===== src/rtl/portdec_pkg.sv =====
package portdec_pkg;

    typedef enum logic [2:0] {
        ACC_IDLE       = 3'd0,
        ACC_FIFO_PUSH  = 3'd1,
        ACC_FIFO_POP   = 3'd2,
        ACC_MAIL_LOAD  = 3'd3,
        ACC_MAIL_FETCH = 3'd4
    } acc_op_e;

    typedef struct packed {
        logic sel_n;
        logic write;
        logic enable;
        logic mail;
    } acc_ctl_t;

    typedef struct packed {
        acc_op_e op;
        logic    drive;
        logic    pick_mail;
    } acc_dec_t;

    function automatic acc_dec_t decode_access(acc_ctl_t c, logic room, logic avail);
        acc_dec_t d;
        d.drive     = !c.sel_n && !c.write;
        d.pick_mail = c.mail;
        d.op        = ACC_IDLE;
        if (!c.sel_n && c.enable) begin
            if (c.write) begin
                if (c.mail)      d.op = ACC_MAIL_LOAD;
                else if (room)   d.op = ACC_FIFO_PUSH;
            end else begin
                if (c.mail)      d.op = ACC_MAIL_FETCH;
                else if (avail)  d.op = ACC_FIFO_POP;
            end
        end
        return d;
    endfunction

endpackage


===== src/rtl/portdec_decode.sv =====
module portdec_decode
    import portdec_pkg::*;
(
    input  logic     sel_n,
    input  logic     dir_wr,
    input  logic     acc_en,
    input  logic     mail_sel,
    input  logic     push_room,
    input  logic     pop_avail,
    output acc_dec_t dec
);
    acc_ctl_t ctl;

    always_comb begin
        ctl.sel_n  = sel_n;
        ctl.write  = dir_wr;
        ctl.enable = acc_en;
        ctl.mail   = mail_sel;
        dec        = decode_access(ctl, push_room, pop_avail);
    end
endmodule


===== src/rtl/portdec_mail_slot.sv =====
module portdec_mail_slot #(
    parameter int W            = 36,
    parameter bit LOAD_GUARDED = 1'b1,
    parameter bit DRAIN_WINS   = 1'b0
) (
    input  logic         clk,
    input  logic         rst,
    input  logic         load,
    input  logic [W-1:0] load_data,
    input  logic         drain,
    output logic [W-1:0] data_q,
    output logic         vacant_q
);
    logic load_ok;

    generate
        if (LOAD_GUARDED) begin : g_guard
            assign load_ok = load && vacant_q;
        end else begin : g_open
            assign load_ok = load;
        end
    endgenerate

    generate
        if (DRAIN_WINS) begin : g_drain_first
            always_ff @(posedge clk) begin
                if (rst) begin
                    data_q   <= '0;
                    vacant_q <= 1'b1;
                end else if (drain) begin
                    vacant_q <= 1'b1;
                end else if (load_ok) begin
                    data_q   <= load_data;
                    vacant_q <= 1'b0;
                end
            end
        end else begin : g_load_first
            always_ff @(posedge clk) begin
                if (rst) begin
                    data_q   <= '0;
                    vacant_q <= 1'b1;
                end else if (load_ok) begin
                    data_q   <= load_data;
                    vacant_q <= 1'b0;
                end else if (drain) begin
                    vacant_q <= 1'b1;
                end
            end
        end
    endgenerate
endmodule


===== src/rtl/portdec_bus_mux.sv =====
module portdec_bus_mux #(
    parameter int W = 36
) (
    input  logic         pick_mail,
    input  logic [W-1:0] mail_word,
    input  logic [W-1:0] fifo_word,
    output logic [W-1:0] bus_word
);
    always_comb begin
        bus_word = pick_mail ? mail_word : fifo_word;
    end
endmodule


===== src/rtl/portdec_port.sv =====
module portdec_port
    import portdec_pkg::*;
#(
    parameter int W = 36
) (
    input  logic         clk,
    input  logic         rst,
    input  logic         sel_n,
    input  logic         dir_wr,
    input  logic         acc_en,
    input  logic         mail_sel,
    input  logic [W-1:0] bus_in,
    output logic [W-1:0] bus_out,
    output logic         bus_oe,
    input  logic         push_room,
    input  logic         pop_avail,
    output logic         fifo_push,
    output logic         fifo_pop,
    input  logic [W-1:0] fifo_head,
    output logic [W-1:0] tx_mail_data,
    output logic         tx_mail_vacant,
    input  logic         peer_tx_take,
    output logic         rx_mail_vacant,
    input  logic         peer_rx_put,
    input  logic [W-1:0] peer_rx_data
);
    acc_dec_t     dec;
    logic [W-1:0] rx_mail_q;
    logic         local_load;
    logic         local_fetch;

    portdec_decode u_dec (
        .sel_n     (sel_n),
        .dir_wr    (dir_wr),
        .acc_en    (acc_en),
        .mail_sel  (mail_sel),
        .push_room (push_room),
        .pop_avail (pop_avail),
        .dec       (dec)
    );

    assign local_load  = (dec.op == ACC_MAIL_LOAD);
    assign local_fetch = (dec.op == ACC_MAIL_FETCH);
    assign fifo_push   = (dec.op == ACC_FIFO_PUSH);
    assign fifo_pop    = (dec.op == ACC_FIFO_POP);
    assign bus_oe      = dec.drive;

    portdec_mail_slot #(
        .W            (W),
        .LOAD_GUARDED (1'b1),
        .DRAIN_WINS   (1'b0)
    ) u_tx (
        .clk       (clk),
        .rst       (rst),
        .load      (local_load),
        .load_data (bus_in),
        .drain     (peer_tx_take),
        .data_q    (tx_mail_data),
        .vacant_q  (tx_mail_vacant)
    );

    portdec_mail_slot #(
        .W            (W),
        .LOAD_GUARDED (1'b0),
        .DRAIN_WINS   (1'b1)
    ) u_rx (
        .clk       (clk),
        .rst       (rst),
        .load      (peer_rx_put),
        .load_data (peer_rx_data),
        .drain     (local_fetch),
        .data_q    (rx_mail_q),
        .vacant_q  (rx_mail_vacant)
    );

    portdec_bus_mux #(.W(W)) u_mux (
        .pick_mail (dec.pick_mail),
        .mail_word (rx_mail_q),
        .fifo_word (fifo_head),
        .bus_word  (bus_out)
    );
endmodule


===== config.mk =====
export PLATFORM = sky130hd
export DESIGN_NAME = portdec_port
export DESIGN_NICKNAME = d
export VERILOG_FILES = /design/src/rtl/portdec_pkg.sv /design/src/rtl/portdec_decode.sv /design/src/rtl/portdec_mail_slot.sv /design/src/rtl/portdec_bus_mux.sv /design/src/rtl/portdec_port.sv
export SDC_FILE = /design/constraint.sdc
export NUM_CORES = 1
export LEC_CHECK = 0
export ABC_AREA = 1
export CAP_MARGIN = 20
export CORE_ASPECT_RATIO = 0.7
export CORE_MARGIN = 5
export CORE_UTILIZATION = 35
export CTS_CLUSTER_SIZE = 30
export DETAILED_ROUTE_END_ITERATION = 8
export HOLD_SLACK_MARGIN = 0.12
export PLACE_DENSITY = 0.87
export SLEW_MARGIN = 10
export SYNTH_ARGS = -nofsm -noshare
export SYNTH_HDL_FRONTEND = slang
export SYNTH_SLANG_ARGS = --single-unit

===== constraint.sdc =====
create_clock -name clk -period 1.19 [get_ports clk]
set_clock_uncertainty 0.1 [all_clocks]
set_input_delay 0.119 -clock clk [delete_from_list [all_inputs] [get_ports clk]]
set_output_delay 0.119 -clock clk [all_outputs]
set_load 0.05 [all_outputs]

Word level (Yosys, flattened, before mapping)
Cells that the tools add are included.
- register bits after elaboration: 74
- bits of input ports: 118
- output and inout bits: 77
- logic and storage cells: 26
- equal/unequal tests: 4
- multiplexer cells: 9
- bitwise operators: 1
- reductions and logical operators: 8
- operators by type and width (kind ; count):
    $mux W36 ; 1
    $mux W3 ; 4
    $eq A3 B2 Y1 const B ; 2
    $eq A3 B1 Y1 const B ; 1
    $eq A3 B3 Y1 const B ; 1
    $logic_and A1 B1 Y1 ; 3
    $mux W1 ; 3
    $logic_not A1 Y1 ; 2
    $mux W2 ; 1
    $reduce_and A2 Y1 ; 1
    $reduce_bool A2 Y1 ; 1
    $reduce_or A2 Y1 ; 1
    $not A1 Y1 ; 1

Logic depth before layout (Yosys ltp)
- word-level depth: 7
- gate-level depth with buffers: 9
- gate-level depth less buffers: 8

Hierarchy
A second synthesis with hierarchy kept.
- cell total of the unflattened synthesis: 605
- area total of the unflattened synthesis: 3788.6 µm²
- by module, submodules not included (module ; times used ; cells each ; area each (µm²) ; sequential area each (µm²)):
    portdec_mail_slot (u_rx) ; 1 ; 236 ; 1659.1 ; 740.7
    portdec_mail_slot (u_tx) ; 1 ; 231 ; 1517.7 ; 740.7
    portdec_bus_mux ; 1 ; 116 ; 518.0 ; 0.0
    portdec_decode ; 1 ; 13 ; 60.1 ; 0.0
    portdec_port ; 1 ; 9 ; 33.8 ; 0.0

Least setup slack after synthesis
Ideal clock, no wire load.
- path type: flip-flop to flip-flop
- from: reg u_tx.vacant_q
- to: reg u_tx.data_q[10]
- setup time: 0.114 ns
- data arrival time: 1.498 ns
- data required time: 0.976 ns
- setup slack: -0.523 ns
- cell stages (with the launch flop): 7
- cell sequence: dfxtp_1 -> inv_1 -> nor3_4 -> buf_2 -> nand3_1 -> nand2_1 -> nor2_1
- cells in the longest elaborated chain, start to end: 1
- RTL lines (element ; line ; RTL):
    from (decl) ; portdec_mail_slot.sv:12 ; output logic vacant_q
    from (signal assigned) ; portdec_mail_slot.sv:41 ; vacant_q <= 1'b1;
    from (signal assigned) ; portdec_mail_slot.sv:44 ; vacant_q <= 1'b0;
    from (signal assigned) ; portdec_mail_slot.sv:46 ; vacant_q <= 1'b1;
    $logic_and A1 B1 Y1 ; portdec_mail_slot.sv:18 ; assign load_ok = load && vacant_q;
    to (signal assigned) ; portdec_mail_slot.sv:43 ; data_q <= load_data;
    to (decl) ; portdec_mail_slot.sv:11 ; output logic [W-1:0] data_q,
Every way passes these cells.
A chain may end at the register's enable or synchronous reset.

Worst setup path in the final report
- from: reg u_tx.vacant_q
- to: reg u_tx.data_q[18]
The elaborated chain is that of the path after synthesis.

==> results.yml <==
outcome:
  run_status: "finished with violations"
  violations_in_the_final_reports: "setup timing"
layout:
  post_route_cells_drive_above_1_share_pct: 37.4
  nNetsFinal: 865
  fin_cells: 880
  multi_input_gate_area_in_the_final_layout_mm2: 0.00190
  layout.cells.most_common_list: "nor2_1 (145), clkdlybuf4s50_1 (110), buf_12 (84)"
  layout-area-overhead-vs-synth_pct: 113
  layout_commonest_cell: "nor2_1"
  final-seq-area_mm2: 0.00153
  insertedDiodeCount: 0
  fillerInstances: 684
floorplanning:
  core-area_mm2: 0.00961
  num_io_pins: 195
  die-width_um: 128
  start_util_pct: 35.4
  die_height_um: 92.5
  fp.dieArea_mm2: 0.0118
  placementRows: 30
clocking:
  hold_buffers: 0
  clock_tree.buffer_depth: 2
  cts_htree_levels: 3
  clock_buffers_created_by_tritoncts: 9
  clkLatencyLatePin_ps: 330
  cts_num_sinks: 74
  clk_pin_slew_worst_paths_ps: 60
  cts_root_buf: "clkbuf_16"
  tritoncts_clock_tree: "yes"
pwr:
  vdd.ir_drop.worst_uv: 812
  powerDensity_mw_per_mm2: 1070
  power_switching_share_pct: 28.3
  comb_power_share_pct: 27.2
  pwr-share-clk_pct: 38.1
  power_report.internal_total_w: 0.00555
  lkg_pwr_nw: 3.22
  power.switching_w: 0.00219
  seq_power_share_pct: 34.7
global_route:
  globalRouteOverflowTotal: 0
  global_route_wire_length_before_repair_mm: 19.5
  grt_start_max_net_pins: 27
  antenna_violations_before_repair: 0
  grt_util_all_layers_pct: 20.4
  vias_in_the_first_global_route: 4071
timing:
  finalCritPeriodShare_pct: 102
  maxSlewHeadroom_pct: 81.9
  period_needed_ps: 1210
  max_freq_ghz: 0.826
  rsz_0062_raised_after_global_routing: "yes"
  final_max_slew_viol_count: 0
  setup_viol: 5
  hold_viol: 0
  holdWs_ps: 121
  fin_ws_ps: -21.1
  max_slew.worst_pin.slew_ps: 271
synthesis:
  synth_area_per_cell_um2: 6.40
  synth_adder_area_share_pct: 0
  synth-simple-area-share_pct: 40.6
  synthesis.yosys.warnings: 0
  postSynthRegisterBits: 74
  mappedNetlistNets: 650
  synthXorXnorAreaFrac_pct: 0
  synth-compound-area-share_pct: 5.91
  synth_cell_type_count: 20
  synth_cells: 532
  synth_top_family_by_area: "simple AND/OR/NAND/NOR gates"
  yosysSeqAreaShare_pct: 43.5
  synthesis.area_mm2: 0.00341
  share_of_cell_area_taken_by_muxes_after_synthesis_pct: 0
routing:
  wl_per_cell_um: 14.8
  first_pass_detailed_route_iteration_total: 4
  drc: 0
  wl_mm: 13.0
  dr.first_iter.drc_count: 193
  drt.antenna.violating_nets: 0
  viasPerCell: 4.65
  detailroute.via_count: 4090
hold_path:
  hold_path_class: "in2reg"
setup_path:
  worstSetupEndpointType: "flop"
  worst_ep_arrival_time_ps: 1330
  cpLargestDelayFamily: "flip-flops"
  path_buf_inv: 3
  timing.critical_path.slowest_cell_delay_ps: 350
  critical_path_required_ps: 1310
  crit_path_max_fanout: 6
  critical_path.cell_chain: "inv_2, nor3_4, buf_6, clkbuf_16, nand3_1, nand2_1, nor2_1"
  startpoint_type: "flop"
  cpMaxStageDelayCell: "dfxtp_4"
  path_class: "reg2reg"
job:
  max_cap_violations: 0
placed_design:
  port_buffer_count: 194
  place_inst: 846
  hpwl_dp_mm: 9.57
  globalplace.congestion: 0.846
  place_ws_ps: -681
repair_timing:
action	CTS	global route
buffers inserted	1	12
pin swaps	9	40
cloned	0	5
endpoints found under the setup margin	113	91
gates resized for setup	62	70
stage by stage:
stage | instance area (µm²) | utilization [%] | total power [W] | setup TNS (ps)
after CTS | 6920 | 72.0 | 0.00767 | -60.8
final | 7260 | 75.5 | 0.00774 | -43.5
after detailed placement | 6490 | 67.6 | 0.00469 | -58470
after global placement | 6490 | 67.6 | 0.00464 | -52910
after global routing | 7260 | 75.5 | 0.00802 | -3220
after floorplan | 3540 | - | 0.00358 | -3400
power groups by stage:
| stage | Sequential (W) | Combinational, W | Clock (W) |
|---|---|---|---|
| after CTS | 0.00266 | 0.00202 | 0.00299 |
| after detailed placement | 0.00270 | 0.00199 | 0 |
| after global placement | 0.00270 | 0.00195 | 0 |
| after floorplan | 0.00273 | 0.000848 | 0 |
| final | 0.00268 | 0.00211 | 0.00295 |
| after global routing | 0.00269 | 0.00223 | 0.00310 |
cells in the mapped netlist:
cell type | instances | area share [%]
buf_1 | 4 | 0.44
a21oi_2 | 1 | 0.26
buf_4 | 6 | 1.3
nand3_2 | 1 | 0.29
nor2_4 | 1 | 0.33
nor2_8 | 1 | 0.59
nor2_2 | 1 | 0.18
inv_2 | 4 | 0.44
buf_2 | 7 | 1.0
o211ai_1 | 1 | 0.22
o21ai_0 | 37 | 5.4
nand2_1 | 150 | 17
inv_1 | 42 | 4.6
nand2_2 | 2 | 0.37
nor3_4 | 1 | 0.48
nand3_1 | 37 | 5.4
nor2_1 | 149 | 16
clkbuf_1 | 10 | 1.1
dfxtp_1 | 74 | 43
buf_6 | 3 | 0.99
flip-flops by register name, summed over array words and instances, names as in the netlist:
register / flops
u_rx.data_q: 36
u_tx.data_q: 36
u_rx.vacant_q: 1
u_tx.vacant_q: 1
metal layers:
layer  track usage, %  share of wire, %  vias to the layer above
met5                0                 0                        -
met4             6.98               2.2                        0
met3             6.80               8.0                       28
met2             35.9                50                      164
met1             23.2                39                     1854
li1                 -                 -                     2044
area by class of cell:
type                    count  share of cell area [%]
inverters                  46                    2.38
clock buffers              12                    3.83
flip-flops and latches     74                    21.1
multi-input cells         383                    26.2
repair buffers            233                    43.6
clock inverters             4                   0.758
well taps                 128                    2.21
cell families after synthesis:
group / count (synthesis)
and+or+nand+nor: 343
AOI/OAI and AO/OA: 39
DFF: 74
buffers and inverters: 76
path summary, 6_finish.rpt:
kind              startpoint         endpoint  slack, ps  cells after the start
max            u_tx.vacant_q  u_tx.data_q[18]        -20                      7
min              peer_rx_put    u_rx.vacant_q        120                      2
max reg2reg    u_tx.vacant_q  u_tx.data_q[18]        -20                      7
min reg2reg  u_rx.data_q[13]  u_rx.data_q[13]        390                      2
Power figures use the tool's default switching activity.
